### config.mk
export PLATFORM = sky130hd
export DESIGN_NAME = mon_ifc_ctrl_reg
export DESIGN_NICKNAME = d
export VERILOG_FILES = /design/src/rtl/mic_pkg.sv /design/src/rtl/mic_acc_decode.sv /design/src/rtl/mic_outcome_route.sv /design/src/rtl/mic_ctrl_store.sv /design/src/rtl/mon_ifc_ctrl_reg.sv
export SDC_FILE = /design/constraint.sdc
export NUM_CORES = 1
export LEC_CHECK = 0
export CAP_MARGIN = 20
export CELL_PAD_IN_SITES_DETAIL_PLACEMENT = 0
export CELL_PAD_IN_SITES_GLOBAL_PLACEMENT = 1
export CORE_MARGIN = 3
export CORE_UTILIZATION = 12
export CTS_CLUSTER_DIAMETER = 100
export DETAILED_ROUTE_END_ITERATION = 7
export PLACE_DENSITY = 0.77
export SLEW_MARGIN = 40
export SYNTH_ARGS = -nofsm -noshare
export SYNTH_HDL_FRONTEND = slang
export SYNTH_SLANG_ARGS = --single-unit
### constraint.sdc
create_clock -name clk -period 2 [get_ports clk]
set_clock_uncertainty 0.05 [all_clocks]
set_input_delay 0.5 -clock clk [delete_from_list [all_inputs] [get_ports clk]]
set_output_delay 0.5 -clock clk [all_outputs]
set_load 0.01 [all_outputs]
### src/rtl/mic_pkg.sv
package mic_pkg;
  localparam int REG_W   = 32;
  localparam int CTRL_W  = 4;
  localparam int CP_W    = 4;
  localparam int OPC1_W  = 3;
  localparam int CR_W    = 4;
  localparam int OPC2_W  = 3;
  localparam int LVL_W   = 2;
  localparam int CODE_W  = 6;

  localparam int BIT_SYS = 0;
  localparam int BIT_FIQ = 1;
  localparam int BIT_IRQ = 2;
  localparam int BIT_EN  = 3;

  localparam logic [CODE_W-1:0] TRAP_SYNDROME = 6'h03;

  typedef enum logic [3:0] {
    OUT_NONE   = 4'b0000,
    OUT_DONE   = 4'b0001,
    OUT_UNDEF  = 4'b0010,
    OUT_TRAP64 = 4'b0100,
    OUT_TRAP32 = 4'b1000
  } outcome_e;

  // Bits tied to read-as-one, write-ignored for a given build.
  function automatic logic [CTRL_W-1:0] rao_mask(bit irq_sup, bit fiq_sup,
                                                 bit sys_only, bit en_rao);
    logic [CTRL_W-1:0] m;
    m          = '0;
    m[BIT_IRQ] = !irq_sup;
    m[BIT_FIQ] = !fiq_sup;
    m[BIT_SYS] = sys_only;
    m[BIT_EN]  = sys_only && en_rao;
    return m;
  endfunction

  // Enable counts as set whenever the system-register interface is off.
  function automatic logic eff_enable_of(logic [CTRL_W-1:0] view);
    return view[BIT_EN] | ~view[BIT_SYS];
  endfunction
endpackage

### src/rtl/mic_acc_decode.sv
module mic_acc_decode #(
  parameter int CP_W   = 4,
  parameter int OPC1_W = 3,
  parameter int CR_W   = 4,
  parameter int OPC2_W = 3,
  parameter logic [CP_W-1:0]   M_CP   = 4'd15,
  parameter logic [OPC1_W-1:0] M_OPC1 = 3'd6,
  parameter logic [CR_W-1:0]   M_CRN  = 4'd12,
  parameter logic [CR_W-1:0]   M_CRM  = 4'd12,
  parameter logic [OPC2_W-1:0] M_OPC2 = 3'd5
) (
  input  logic [CP_W-1:0]   cp,
  input  logic [OPC1_W-1:0] opc1,
  input  logic [CR_W-1:0]   crn,
  input  logic [CR_W-1:0]   crm,
  input  logic [OPC2_W-1:0] opc2,
  output logic              hit
);
  assign hit = (cp == M_CP) && (opc1 == M_OPC1) && (crn == M_CRN) &&
               (crm == M_CRM) && (opc2 == M_OPC2);
endmodule

### src/rtl/mic_outcome_route.sv
module mic_outcome_route
  import mic_pkg::*;
(
  input  logic              req,
  input  logic              write,
  input  logic [LVL_W-1:0]  lvl,
  input  logic              hyp_en,
  input  logic              hyp_64,
  input  logic              hyp_trap,
  input  logic              lock,
  output logic [3:0]        outcome,
  output logic [CODE_W-1:0] code
);
  outcome_e res;

  always_comb begin
    res = OUT_NONE;
    if (req) begin
      unique case (lvl)
        2'd1: begin
          if (hyp_en && hyp_trap) res = hyp_64 ? OUT_TRAP64 : OUT_TRAP32;
          else                    res = OUT_UNDEF;
        end
        2'd3:    res = (write && lock) ? OUT_UNDEF : OUT_DONE;
        default: res = OUT_UNDEF;
      endcase
    end
  end

  assign outcome = res;
  assign code    = (res == OUT_TRAP64 || res == OUT_TRAP32) ? TRAP_SYNDROME : '0;
endmodule

### src/rtl/mic_ctrl_store.sv
module mic_ctrl_store
  import mic_pkg::*;
#(
  parameter logic [CTRL_W-1:0] RAO = '0,
  parameter logic [CTRL_W-1:0] RST = '0
) (
  input  logic              clk,
  input  logic              rst_n,
  input  logic              wr_fire,
  input  logic [CTRL_W-1:0] wdata,
  output logic [CTRL_W-1:0] view,
  output logic              drop_seen
);
  localparam logic [CTRL_W-1:0] WMASK = ~RAO;

  logic [CTRL_W-1:0] stored_q;
  logic [CTRL_W-1:0] next_view;
  logic              sys_drop;

  assign view      = stored_q | RAO;
  assign next_view = (wdata & WMASK) | RAO;
  assign sys_drop  = wr_fire && view[BIT_SYS] && !next_view[BIT_SYS];

  always_ff @(posedge clk) begin
    if (!rst_n) begin
      stored_q  <= RST & WMASK;
      drop_seen <= 1'b0;
    end else begin
      if (wr_fire)  stored_q  <= wdata & WMASK;
      if (sys_drop) drop_seen <= 1'b1;
    end
  end
endmodule

### src/rtl/mon_ifc_ctrl_reg.sv
module mon_ifc_ctrl_reg
  import mic_pkg::*;
#(
  parameter bit                IRQ_BYP_SUP      = 1'b1,
  parameter bit                FIQ_BYP_SUP      = 1'b1,
  parameter bit                SYSREG_ONLY      = 1'b0,
  parameter bit                EN_RAO_IF_SYSREG = 1'b0,
  parameter logic [CTRL_W-1:0] RST_CTRL         = '0
) (
  input  logic              clk,
  input  logic              rst_n,
  input  logic              acc_valid,
  input  logic              acc_write,
  input  logic [CP_W-1:0]   acc_cp,
  input  logic [OPC1_W-1:0] acc_opc1,
  input  logic [CR_W-1:0]   acc_crn,
  input  logic [CR_W-1:0]   acc_crm,
  input  logic [OPC2_W-1:0] acc_opc2,
  input  logic [REG_W-1:0]  acc_wdata,
  input  logic [LVL_W-1:0]  priv_lvl,
  input  logic              hyp_enabled,
  input  logic              hyp_is_64,
  input  logic              hyp_trap_bit,
  input  logic              lockdown,
  output logic [3:0]        outcome,
  output logic [CODE_W-1:0] trap_code,
  output logic [REG_W-1:0]  rdata,
  output logic              eff_enable,
  output logic              eff_irq_byp_off,
  output logic              eff_fiq_byp_off,
  output logic              eff_sysreg_en,
  output logic              sre_drop_seen
);
  localparam logic [CTRL_W-1:0] RAO =
    rao_mask(IRQ_BYP_SUP, FIQ_BYP_SUP, SYSREG_ONLY, EN_RAO_IF_SYSREG);
  localparam int PAD_W = REG_W - CTRL_W;

  // Named internal events, visible to the bound checker.
  logic              acc_hit;
  logic              acc_req;
  logic              wr_fire;
  logic              rd_fire;
  logic [CTRL_W-1:0] view_q;
  logic              unused_hi;

  assign unused_hi = ^acc_wdata[REG_W-1:CTRL_W];

  mic_acc_decode #(
    .CP_W(CP_W), .OPC1_W(OPC1_W), .CR_W(CR_W), .OPC2_W(OPC2_W)
  ) u_decode (
    .cp(acc_cp), .opc1(acc_opc1), .crn(acc_crn), .crm(acc_crm),
    .opc2(acc_opc2), .hit(acc_hit)
  );

  assign acc_req = acc_valid && acc_hit;

  mic_outcome_route u_route (
    .req(acc_req), .write(acc_write), .lvl(priv_lvl),
    .hyp_en(hyp_enabled), .hyp_64(hyp_is_64), .hyp_trap(hyp_trap_bit),
    .lock(lockdown), .outcome(outcome), .code(trap_code)
  );

  assign wr_fire = (outcome == OUT_DONE) && acc_write;
  assign rd_fire = (outcome == OUT_DONE) && !acc_write;

  mic_ctrl_store #(.RAO(RAO), .RST(RST_CTRL)) u_store (
    .clk(clk), .rst_n(rst_n), .wr_fire(wr_fire),
    .wdata(acc_wdata[CTRL_W-1:0]), .view(view_q), .drop_seen(sre_drop_seen)
  );

  assign rdata           = rd_fire ? {{PAD_W{1'b0}}, view_q} : '0;
  assign eff_enable      = eff_enable_of(view_q);
  assign eff_irq_byp_off = view_q[BIT_IRQ];
  assign eff_fiq_byp_off = view_q[BIT_FIQ];
  assign eff_sysreg_en   = view_q[BIT_SYS];
endmodule

== Word level (Yosys, flattened, before mapping) ==
Index checks and enable logic that the tools add are counted.

* Register bits: 5
* Input port bits: 60
* Output and inout port bits: 47
* Logic and storage cells: 35

* Equality and inequality tests: 10
* Mux-type cells: 7
* Bitwise logic cells: 2
* Reductions and logical operators: 14

{| class="wikitable"
|+ Operators by type and width
! operator !! count
|-
| $eq A4 B4 Y1 const B || 4
|-
| $mux W4 || 4
|-
| $logic_and A1 B1 Y1 || 11
|-
| $pmux W4 S2 || 1
|-
| $eq A3 B3 Y1 const B || 2
|-
| $eq A4 B1 Y1 const B || 1
|-
| $eq A4 B3 Y1 const B || 1
|-
| $mux W2 || 2
|-
| $eq A2 B1 Y1 const B || 1
|-
| $eq A2 B2 Y1 const B || 1
|-
| $logic_not A1 Y1 || 2
|-
| $logic_or A1 B1 Y1 || 1
|-
| $not A1 Y1 || 1
|-
| $or A1 B1 Y1 || 1
|}

== Depth between registers and ports, before layout ==
Gate-level depths: netlist of run 1.

* Depth after elaboration: 11
* Depth in mapped cells: 5
* Gate-level depth less buffers: 4

== Cells and area by module ==
From an unflattened synthesis of run 1, not the netlist that was laid out.

* Cells, all modules: 80
* Area total of the unflattened synthesis: 626.9 µm²

{| class="wikitable"
|+ By module, submodules not included
! module !! times used !! cells an instance !! area each (µm²) !! seq. area each (µm²)
|-
| mon_ifc_ctrl_reg || 1 || 38 || 277.8 || 0.0
|-
| mic_ctrl_store || 1 || 17 || 192.7 || 100.1
|-
| mic_outcome_route || 1 || 18 || 102.6 || 0.0
|-
| mic_acc_decode || 1 || 7 || 53.8 || 0.0
|}

== Worst setup path after synthesis of run 1 ==
No wires, ideal clock.

* Path kind: in2out
* Start point: in acc_opc2[1]
* End point: out trap_code[1]
* Data arrival time: 1.575 ns
* Data required time: 1.450 ns
* Setup slack: -0.125 ns
* Stages on the path: 5
* Path buffers: 1
* Path through: nand4b_4 -> nor4_4 -> nand2_1 -> nor2_1 -> buf_4

* Longest elaborated chain between the ends: 7
* Elaborated cells between the ends (all ways): 8
* Classes of those cells: 3 x eq/ne; 2 x mux; 3 x reduce/logical

{| class="wikitable"
|+ Ends and longest elaborated chain
! what !! line !! RTL
|-
| start: declaration || mon_ifc_ctrl_reg.sv:18 || <nowiki>input logic [OPC2_W-1:0] acc_opc2,</nowiki>
|-
| $eq A3 B3 Y1 * || mic_acc_decode.sv:20 || <nowiki>(crm == M_CRM) && (opc2 == M_OPC2);</nowiki>
|-
| $logic_and A1 B1 Y1 * || mic_acc_decode.sv:20 ||
|-
| $logic_and A1 B1 Y1 * || mon_ifc_ctrl_reg.sv:55 || <nowiki>assign acc_req = acc_valid && acc_hit;</nowiki>
|-
| $mux W4 * || mic_outcome_route.sv:18 || <nowiki>if (req) begin</nowiki>
|-
| $eq A4 B3 Y1 or $eq A4 B4 Y1 (tied branches) || mic_outcome_route.sv:31 || <nowiki>assign code = (res == OUT_TRAP64 || res == OUT_TRAP32) ? TRAP_SYNDROME : '0;</nowiki>
|-
| $logic_or A1 B1 Y1 * || mic_outcome_route.sv:31 ||
|-
| $mux W2 * || mic_outcome_route.sv:31 ||
|-
| end: declaration || mon_ifc_ctrl_reg.sv:26 || <nowiki>output logic [CODE_W-1:0] trap_code,</nowiki>
|}

Every way passes the cells marked *; elsewhere a longest branch is shown, timed or not.

== Worst setup path after layout of run 1 ==
* Start point: in acc_cp[0]
* End point: out rdata[0]

* Longest elaborated chain between the ends: 10

{| class="wikitable"
|+ Ends and longest elaborated chain
! what !! line !! RTL
|-
| start: declaration || mon_ifc_ctrl_reg.sv:14 || <nowiki>input logic [CP_W-1:0] acc_cp,</nowiki>
|-
| $eq A4 B4 Y1 || mic_acc_decode.sv:19 || <nowiki>assign hit = (cp == M_CP) && (opc1 == M_OPC1) && (crn == M_CRN) &&</nowiki>
|-
| $logic_and A1 B1 Y1 (3 in series) || mic_acc_decode.sv:19 ||
|-
| $logic_and A1 B1 Y1 || mic_acc_decode.sv:20 ||
|-
| $logic_and A1 B1 Y1 || mon_ifc_ctrl_reg.sv:55 ||
|-
| $mux W4 || mic_outcome_route.sv:18 ||
|-
| $eq A4 B1 Y1 || mon_ifc_ctrl_reg.sv:64 || <nowiki>assign rd_fire = (outcome == OUT_DONE) && !acc_write;</nowiki>
|-
| $logic_and A1 B1 Y1 || mon_ifc_ctrl_reg.sv:64 ||
|-
| $mux W4 || mon_ifc_ctrl_reg.sv:71 || <nowiki>assign rdata = rd_fire ? {{PAD_W{1'b0}}, view_q} : '0;</nowiki>
|-
| end: declaration || mon_ifc_ctrl_reg.sv:27 || <nowiki>output logic [REG_W-1:0] rdata,</nowiki>
|}

Every way passes these cells.

==> impl_metrics.toml, run 1 <==
[die]
num_rows = 26
core_mm2 = 0.00520
dieArea_mm2 = 0.00639
io_pins = 107
fp.dieH_um = 79.9
die_w_um = 79.9
initial_core_util_pct = 12.6

[synth]
synth_edf_count = 0
ys_top_cells_by_area = "buf_4 38%, dfxtp_1 15%, nand2_1 6.9%, mux2i_1 6.1%, nand4b_1 5.3%"
syn_avg_cell_area_um2 = 7.45
ys_seq_area_share_pct = 15.3
synth_top_area_share_pct = 37.8
ys_ff_latch = 5
synth_flop_cell = "dfxtp_1"
synth_cell_type_count = 21
yosysMostFrequentCell = "buf_4"
yosys.area.top_type = "buf_4"
syn_inst = 88
ys_warn_count = 0
synth_area_um2 = 656
synthTopCellsByCount = "33 x buf_4, 12 x nand2_1, 7 x nor2_1, 6 x inv_1, 5 x dfxtp_1"
async_flop_share_pct = 0

[finish]
nets = 211
design_area_mm2 = 0.00125
area_delta_synth_final_pct = 90.6
drive_above_1_share_pct = 31.3
fin_util_pct = 24.0
n_antenna_cell = 0

[setup_path]
crit_buf_inv = 3
worstPathRequired_ns = 1.45
cp_slowest_cell = "nor4_4"
critical_path.endpoint_type = "output port"
cp_max_fo = 3
path_delay_family = "simple AND/OR/NAND/NOR gates"
criticalPathCategory = "in -> out"
crit_chain = "clkdlybuf4s15_1 -> nand4b_1 -> nor4_4 -> nand4_1 -> buf_4 -> nor2_1 -> buf_2"
max_stage_delay_ns = 0.32
critPathArrivalTime_ns = 1.73
critPathLaunchType = "primary input"

[sta]
finalCritPeriodShare_pct = 114
fmax_mhz = 439
fin_hold_ws_ns = 0.390
setup_viol = 10
finalHoldViolCount = 0
worst_slack_ns = -0.277
slew_violations = 0
rsz0062_at_grt = "yes"
timing.final.crit_period_ns = 2.28

[drt]
num_vias = 706
routed_wl_um = 2000
wl_per_cell_um = 9.11
drc_errors = 0
vias_per_cell = 3.21
detail-route-antenna-nets = 0
drtPass1Iterations = 2
drtIter0Drc = 20

[global_route]
antenna_found_initial = 0
gr-total-overflow = 0
grt_pass1_wl_um = 2740
grt_util_all_layers_pct = 5.38
grt_pass1_vias = 632
grt_max_degree = 11

[clock_network]
clkTransAtPathRegs_ns = 0.03
htreeDepth = 1
clock-sinks = 5
cts_hold_buf = 0
cts_buffers = 3
cts_tree = "done"
clk-insertion-delay-late_ns = 0.22
cts_root_buf = "clkbuf_8"
cts_buffer_depth = 2

[status]
outcome = "finished with violations"
failed_checks = "negative setup slack"

[placed_design]
gp_congestion = 0.694
portBuffers = 46
detailedPlace.worstSlack_ns = -1.05
dp_hpwl_um = 1650
placed_cell_area_mm2 = 0.00116

[power_and_ir_drop]
p_per_area_mw_per_mm2 = 317
peakVddDrop_mv = 0.195
total_leakage_power_nw = 0.594

[job]
drv_cap = 0

[min_path]
hold_class = "reg -> reg"
## routing by layer
layer	GRT usage (%)	part of all wire, %
met4	1.01	0
met3	2.60	16
met1	5.02	31
met5	0	0
met2	10.5	53
## path summary, 6_finish.rpt
| check | start | to | slack [ns] | depth (start not counted) |
|---|---|---|---|---|
| max | acc_cp[0] | rdata[0] | -0.28 | 7 |
| min | u_store.drop_seen | u_store.drop_seen | 0.39 | 2 |
| min reg2reg | u_store.drop_seen | u_store.drop_seen | 0.39 | 2 |
| max reg2reg | u_store.view[0] | u_store.drop_seen | 1.27 | 2 |
## tightest hold or removal path: stages (launching register included)
cell and delay [ns]:
dfxtp_1 0.30, nand2_1 0.05, o21ai_1 0.05
## registers in the layout (all words and copies together), names as in the netlist
register	flops
u_store.drop_seen	1
u_store.view	4
## timing repair
item,CTS,global route
gates cloned,0,0
buffers inserted,5,1
setup endpoints to repair,10,10
gates resized for setup,75,15
pin swaps,8,7
## per-stage QoR
step	TNS, ns	power [mW]	std cells
2_1_floorplan	-0.133	0.190	119
3_3_place_gp	-10.42	0.218	210
3_5_place_dp	-10.66	0.218	210
4_1_cts	-3.03	0.402	219
5_1_grt	-2.83	0.424	220
6_report	-2.02	0.396	220
## cell type report
type	count	area [µm²]
Multi-Input combinational cell	74	463
Timing Repair Buffer	61	532
Tap cell	70	87.6
Fill cell	582	3960
Clock buffer	4	45.0
Inverter	6	22.5
Sequential cell	5	100
## cell usage in the layout, fill, tap and decap left out, types with 2 or more instances in the layout
cell             instances
buf_6                    9
clkbuf_2                 2
clkdlybuf4s15_1          2
nor2_1                   3
clkbuf_8                 3
clkdlybuf4s50_1         16
dfxtp_1                  5
nor2_4                   3
mux2i_1                  4
inv_1                    6
nand4b_1                 4
nand2_1                 11
conb_1                  32
buf_4                   11
dlygate4sd2_1           12
buf_2                    8
## power breakdown
| part | total (mW) | leakage [nW] | switching, mW | internal [mW] |
|---|---|---|---|---|
| clock | 0.187 | 0.0228 | 0.0501 | 0.137 |
| sequential | 0.100 | 0.0402 | 0.0000000108 | 0.100 |
| combinational | 0.109 | 0.531 | 0.0555 | 0.0531 |
## kinds of logic after synthesis
logic type | synth area share (%)
DFF | 15.3
muxes | 6.11
other | 0.572
AOI/OAI and AO/OA | 4.39
and+or+nand+nor | 31.9
buffers and inverters | 41.8
No activity file was read; power rests on OpenSTA's default activity.
==> run 2, diff against run 1 <==
- CORE_MARGIN: 3 -> unset
- CORE_UTILIZATION: 12 -> 13
- PLACE_DENSITY: 0.77 -> 0.82
- clock period: 2 -> 2.7 ns (I/O delays scaled with it)
==> run 2 against run 1 <==
Effect of this change:
- the flow now finishes without violations
- critical path depth unchanged
- sequential power down 26%
- combinational power down 28%
- sequential share of layout area up 0.27 points
- sequential cell count unchanged
- register-to-register slack better by 0.70 ns
- first-iteration DRC count down 30%
- clock-buffer cell count unchanged
- via count unchanged
- critical path type unchanged
==> impl_metrics.toml, run 2 (synthesized netlist as in run 1, its figures left out) <==
[finish]
most-common-layout-cells = "32 x conb_1, 17 x clkdlybuf4s50_1, 11 x nand2_1, 11 x buf_4, 8 x dlygate4sd2_1"
nets = 209
largest_reg_flops = 4
n_antenna_cell = 0
area_delta_synth_final_pct = 84.4
drive_above_1_share_pct = 28.4
final_common_cell = "conb_1"

[power_and_ir_drop]
sw_frac_of_total_pct = 25.3
peakVddDrop_mv = 0.0903
power_frac_comb_pct = 27.4
pwr-share-clk_pct = 46.8
total_leakage_power_nw = 0.588
power.internal_mw = 0.215
seqPwrFrac_pct = 25.8
p_per_area_mw_per_mm2 = 238
power_mw = 0.288
p_switching_mw = 0.0729

[clock_network]
cts_buffer_depth = 2
clkTransAtPathRegs_ns = 0.03
htreeDepth = 1
cts_tree = "done"
clock-sinks = 5
clk-insertion-delay-late_ns = 0.22
cts_root_buf = "clkbuf_8"
cts_hold_buf = 0
cts_buffers = 3

[setup_path]
crit_chain = "dlygate4sd2_1 -> nor4_4 -> buf_4 -> buf_6 -> nand3_2 -> a211oi_2 -> buf_2"
critical_path.endpoint_type = "output port"
critPathLaunchType = "primary input"
crit_buf_inv = 4
cp_slowest_cell = "nor4_4"
critPathArrivalTime_ns = 1.91
path_delay_family = "buffers and inverters"
cp_max_fo = 2
worstPathRequired_ns = 1.98
max_stage_delay_ns = 0.29
criticalPathCategory = "in -> out"

[drt]
wl_per_cell_um = 7.99
num_vias = 706
drc_errors = 0
drtPass1Iterations = 3
detail-route-antenna-nets = 0
vias_per_cell = 3.28
drtIter0Drc = 14
routed_wl_um = 1720

[sta]
setup_tns_ns = 0
fmax_mhz = 380
finalHoldViolCount = 0
finalCritPeriodShare_pct = 97.4
slew_violations = 0
rsz0062_at_grt = "yes"
setup_viol = 0
timing.final.crit_period_ns = 2.63

[global_route]
antenna_found_initial = 0
grt_pass1_vias = 616
grt_util_all_layers_pct = 6.21
gr-total-overflow = 0
grt_max_degree = 11
grt_pass1_wl_um = 2570

[die]
dieArea_mm2 = 0.00533
initial_core_util_pct = 13.7
io_pins = 107
num_rows = 25
core_mm2 = 0.00479
fp.dieH_um = 73.0
die_w_um = 73.0

[placed_design]
dp_hpwl_um = 1420
gp_congestion = 0.674
portBuffers = 46

[min_path]
hold_class = "reg -> reg"

[status]
outcome = "completed"

[job]
drv_cap = 0
==> run 2: cell types whose count changed in the layout (fill, tap and decap cells not counted), sizes merged <==
cell / delta
buf: -9
clkbuf: +3
clkdlybuf4s15: +4
clkdlybuf4s50: +1
dlygate4sd2: -4
dlymetal6s2s: +3
==> run 2: final timing paths <==
kind	slack, ns	from	to	cells after the start
setup / recovery	0.07	acc_crn[0]	outcome[0]	7
hold / removal	0.40	u_store.drop_seen	u_store.drop_seen	2
setup reg to reg	1.97	u_store.view[0]	u_store.drop_seen	2
hold reg to reg	0.40	u_store.drop_seen	u_store.drop_seen	2
==> run 2: layout make-up <==
| cell class | count | area [µm²] |
|---|---|---|
| clock buffer | 4 | 45.0 |
| fill | 534 | 3580 |
| tap | 67 | 83.8 |
| sequential | 5 | 100 |
| inverter | 6 | 22.5 |
| multi-input combinational | 74 | 438 |
| timing repair buffer | 59 | 519 |
==> run 2: power by group through the flow <==
stage / sequential, mW / combinational (mW) / clock (mW)
2_1_floorplan: 0.0754 / 0.0650 / 0
3_3_place_gp: 0.0754 / 0.0830 / 0
3_5_place_dp: 0.0754 / 0.0843 / 0
4_1_cts: 0.0743 / 0.0790 / 0.138
5_1_grt: 0.0743 / 0.0867 / 0.148
6_report: 0.0744 / 0.0789 / 0.135
==> run 2: stage by stage <==
step	instance area [µm²]	utilization [%]	cells	hold WS, ns	worst slack [ns]
after CTS	1180	24.7	215	0.401	0.00379
after floorplan	772	-	119	0.388	0.225
after global routing	1210	25.3	215	0.439	-0.0516
final	1210	25.3	215	0.397	0.0694
after detailed placement	1110	23.2	204	0.397	-0.680
after global placement	1110	23.2	204	0.389	-0.683
==> run 2: metal layers <==
layer	global-route usage, %	up-vias	part of all wire (%)
met3	3.04	0	15
met1	6.05	314	36
li1	-	344	-
met5	0	-	0
met2	11.4	48	49
met4	1.96	0	0
==> run 2: what timing repair did <==
item	4_1_cts	5_1_grt
pin swaps	7	7
resized for setup	52	25
setup endpoints to repair	10	10
hold endpoints to repair	0	0
setup buffers	7	0
==> run 2: worst min-delay path: stages, from the launching register on <==
cell     delay, ns
dfxtp_1       0.30
nand2_1       0.05
o21ai_1       0.05
==> run 3, diff against run 2 <==
- MAX_ROUTING_LAYER: unset -> met4
==> run 3 against run 2 <==
Effect of this change:
- sequential cell count unchanged
- clock power about the same
- worst setup slack unchanged
- largest cell class unchanged
==> impl_metrics.toml, run 3 (synthesized netlist as in run 1, its figures left out) <==
[finish]
drive_above_1_share_pct = 28.4
largest_reg_flops = 4
most-common-layout-cells = "32 x conb_1, 17 x clkdlybuf4s50_1, 11 x nand2_1, 11 x buf_4, 8 x dlygate4sd2_1"
fin_cells = 215
fillerInstances = 534
area_delta_synth_final_pct = 84.4
seqCellArea_um2 = 100
final_common_cell = "conb_1"
nets = 209
n_antenna_cell = 0
fin_util_pct = 25.3
multi_input_area_um2 = 438

[clock_network]
cts_tree = "done"
htreeDepth = 1
cts_hold_buf = 0
cts_root_buf = "clkbuf_8"
cts_buffer_depth = 2
clock-sinks = 5
clkTransAtPathRegs_ns = 0.03
clk-insertion-delay-late_ns = 0.22
cts_buffers = 3

[global_route]
grt_pass1_vias = 616
grt_pass1_wl_um = 2570
grt_util_all_layers_pct = 6.40
gr-total-overflow = 0
grt_max_degree = 11
antenna_found_initial = 0

[die]
num_rows = 25
dieArea_mm2 = 0.00533
fp.dieH_um = 73.0
core_mm2 = 0.00479
io_pins = 107
initial_core_util_pct = 13.7
die_w_um = 73.0

[drt]
drtIter0Drc = 14
vias_per_cell = 3.28
detail-route-antenna-nets = 0
num_vias = 706
wl_per_cell_um = 7.99
drtPass1Iterations = 3
routed_wl_um = 1720
drc_errors = 0

[setup_path]
critPathArrivalTime_ns = 1.91
worstPathRequired_ns = 1.98
cp_max_fo = 2
path_delay_family = "buffers and inverters"
critPathLaunchType = "primary input"
crit_chain = "dlygate4sd2_1 -> nor4_4 -> buf_4 -> buf_6 -> nand3_2 -> a211oi_2 -> buf_2"
cp_slowest_cell = "nor4_4"
criticalPathCategory = "in -> out"
critical_path.endpoint_type = "output port"
max_stage_delay_ns = 0.29
crit_buf_inv = 4

[power_and_ir_drop]
p_per_area_mw_per_mm2 = 238
power.internal_mw = 0.215
total_leakage_power_nw = 0.588
p_switching_mw = 0.0729
peakVddDrop_mv = 0.0903
power_frac_comb_pct = 27.4
pwr-share-clk_pct = 46.8
sw_frac_of_total_pct = 25.3
seqPwrFrac_pct = 25.8

[placed_design]
dp_hpwl_um = 1420
dp.cells = 204
gp_congestion = 0.680
portBuffers = 46

[status]
outcome = "completed"

[sta]
setup_tns_ns = 0
rsz0062_at_grt = "yes"
fmax_mhz = 380
finalCritPeriodShare_pct = 97.4
setup_viol = 0
slew_violations = 0
finalHoldViolCount = 0
timing.final.crit_period_ns = 2.63

[job]
drv_cap = 0

[min_path]
hold_class = "reg -> reg"
## run 3: power groups by stage
stage	logic [mW]	clock network (mW)	registers [mW]
floorplan	0.0650	0	0.0754
global placement	0.0830	0	0.0754
detailed placement	0.0843	0	0.0754
CTS	0.0790	0.138	0.0743
global route	0.0867	0.148	0.0743
finish	0.0789	0.135	0.0744
## run 3: area by class of cell
class / instances / share of cell area [%]
Clock buffer: 4 / 3.73
Sequential cell: 5 / 8.28
Timing Repair Buffer: 59 / 43.0
Multi-Input combinational cell: 74 / 36.2
Tap cell: 67 / 6.94
Inverter: 6 / 1.86
## run 3: metrics by stage
stage                     setup slack, ns  instance area, µm²  power [mW]  hold slack [ns]
after floorplan                     0.225                 772       0.140            0.388
after global placement             -0.683                1110       0.158            0.389
after detailed placement           -0.680                1110       0.160            0.397
after CTS                         0.00379                1180       0.291            0.401
after global routing              -0.0516                1210       0.309            0.439
final                              0.0694                1210       0.288            0.397
## run 3: metal layers
layer / wire length (µm) / GRT usage, % / share of wire [%] / up-vias
met4: 0 / 1.96 / 0 / 0
met3: 244 / 2.76 / 14 / 0
met2: 846 / 11.4 / 49 / 48
li1: - / - / - / 344
met1: 626 / 6.21 / 36 / 314
met5: 0 / - / 0 / -
## run 3: worst paths after layout
check	startpoint	end	slack [ns]	cells after the start
max	acc_crn[0]	outcome[0]	0.07	7
min	u_store.drop_seen	u_store.drop_seen	0.40	2
max reg2reg	u_store.view[0]	u_store.drop_seen	1.97	2
min reg2reg	u_store.drop_seen	u_store.drop_seen	0.40	2
## run 3: timing repair
| action | in CTS | in global routing |
|---|---|---|
| gates resized for setup | 52 | 25 |
| endpoints found under the setup margin | 10 | 10 |
| pin swaps | 7 | 7 |
| buffers inserted | 7 | 0 |
## run 3: tightest hold or removal path, delay by kind of cell (launching register included)
| family | cells | cell delay (ns) |
|---|---|---|
| DFF | 1 | 0.30 |
| and+or+nand+nor | 1 | 0.05 |
| AOI/OAI and AO/OA | 1 | 0.05 |
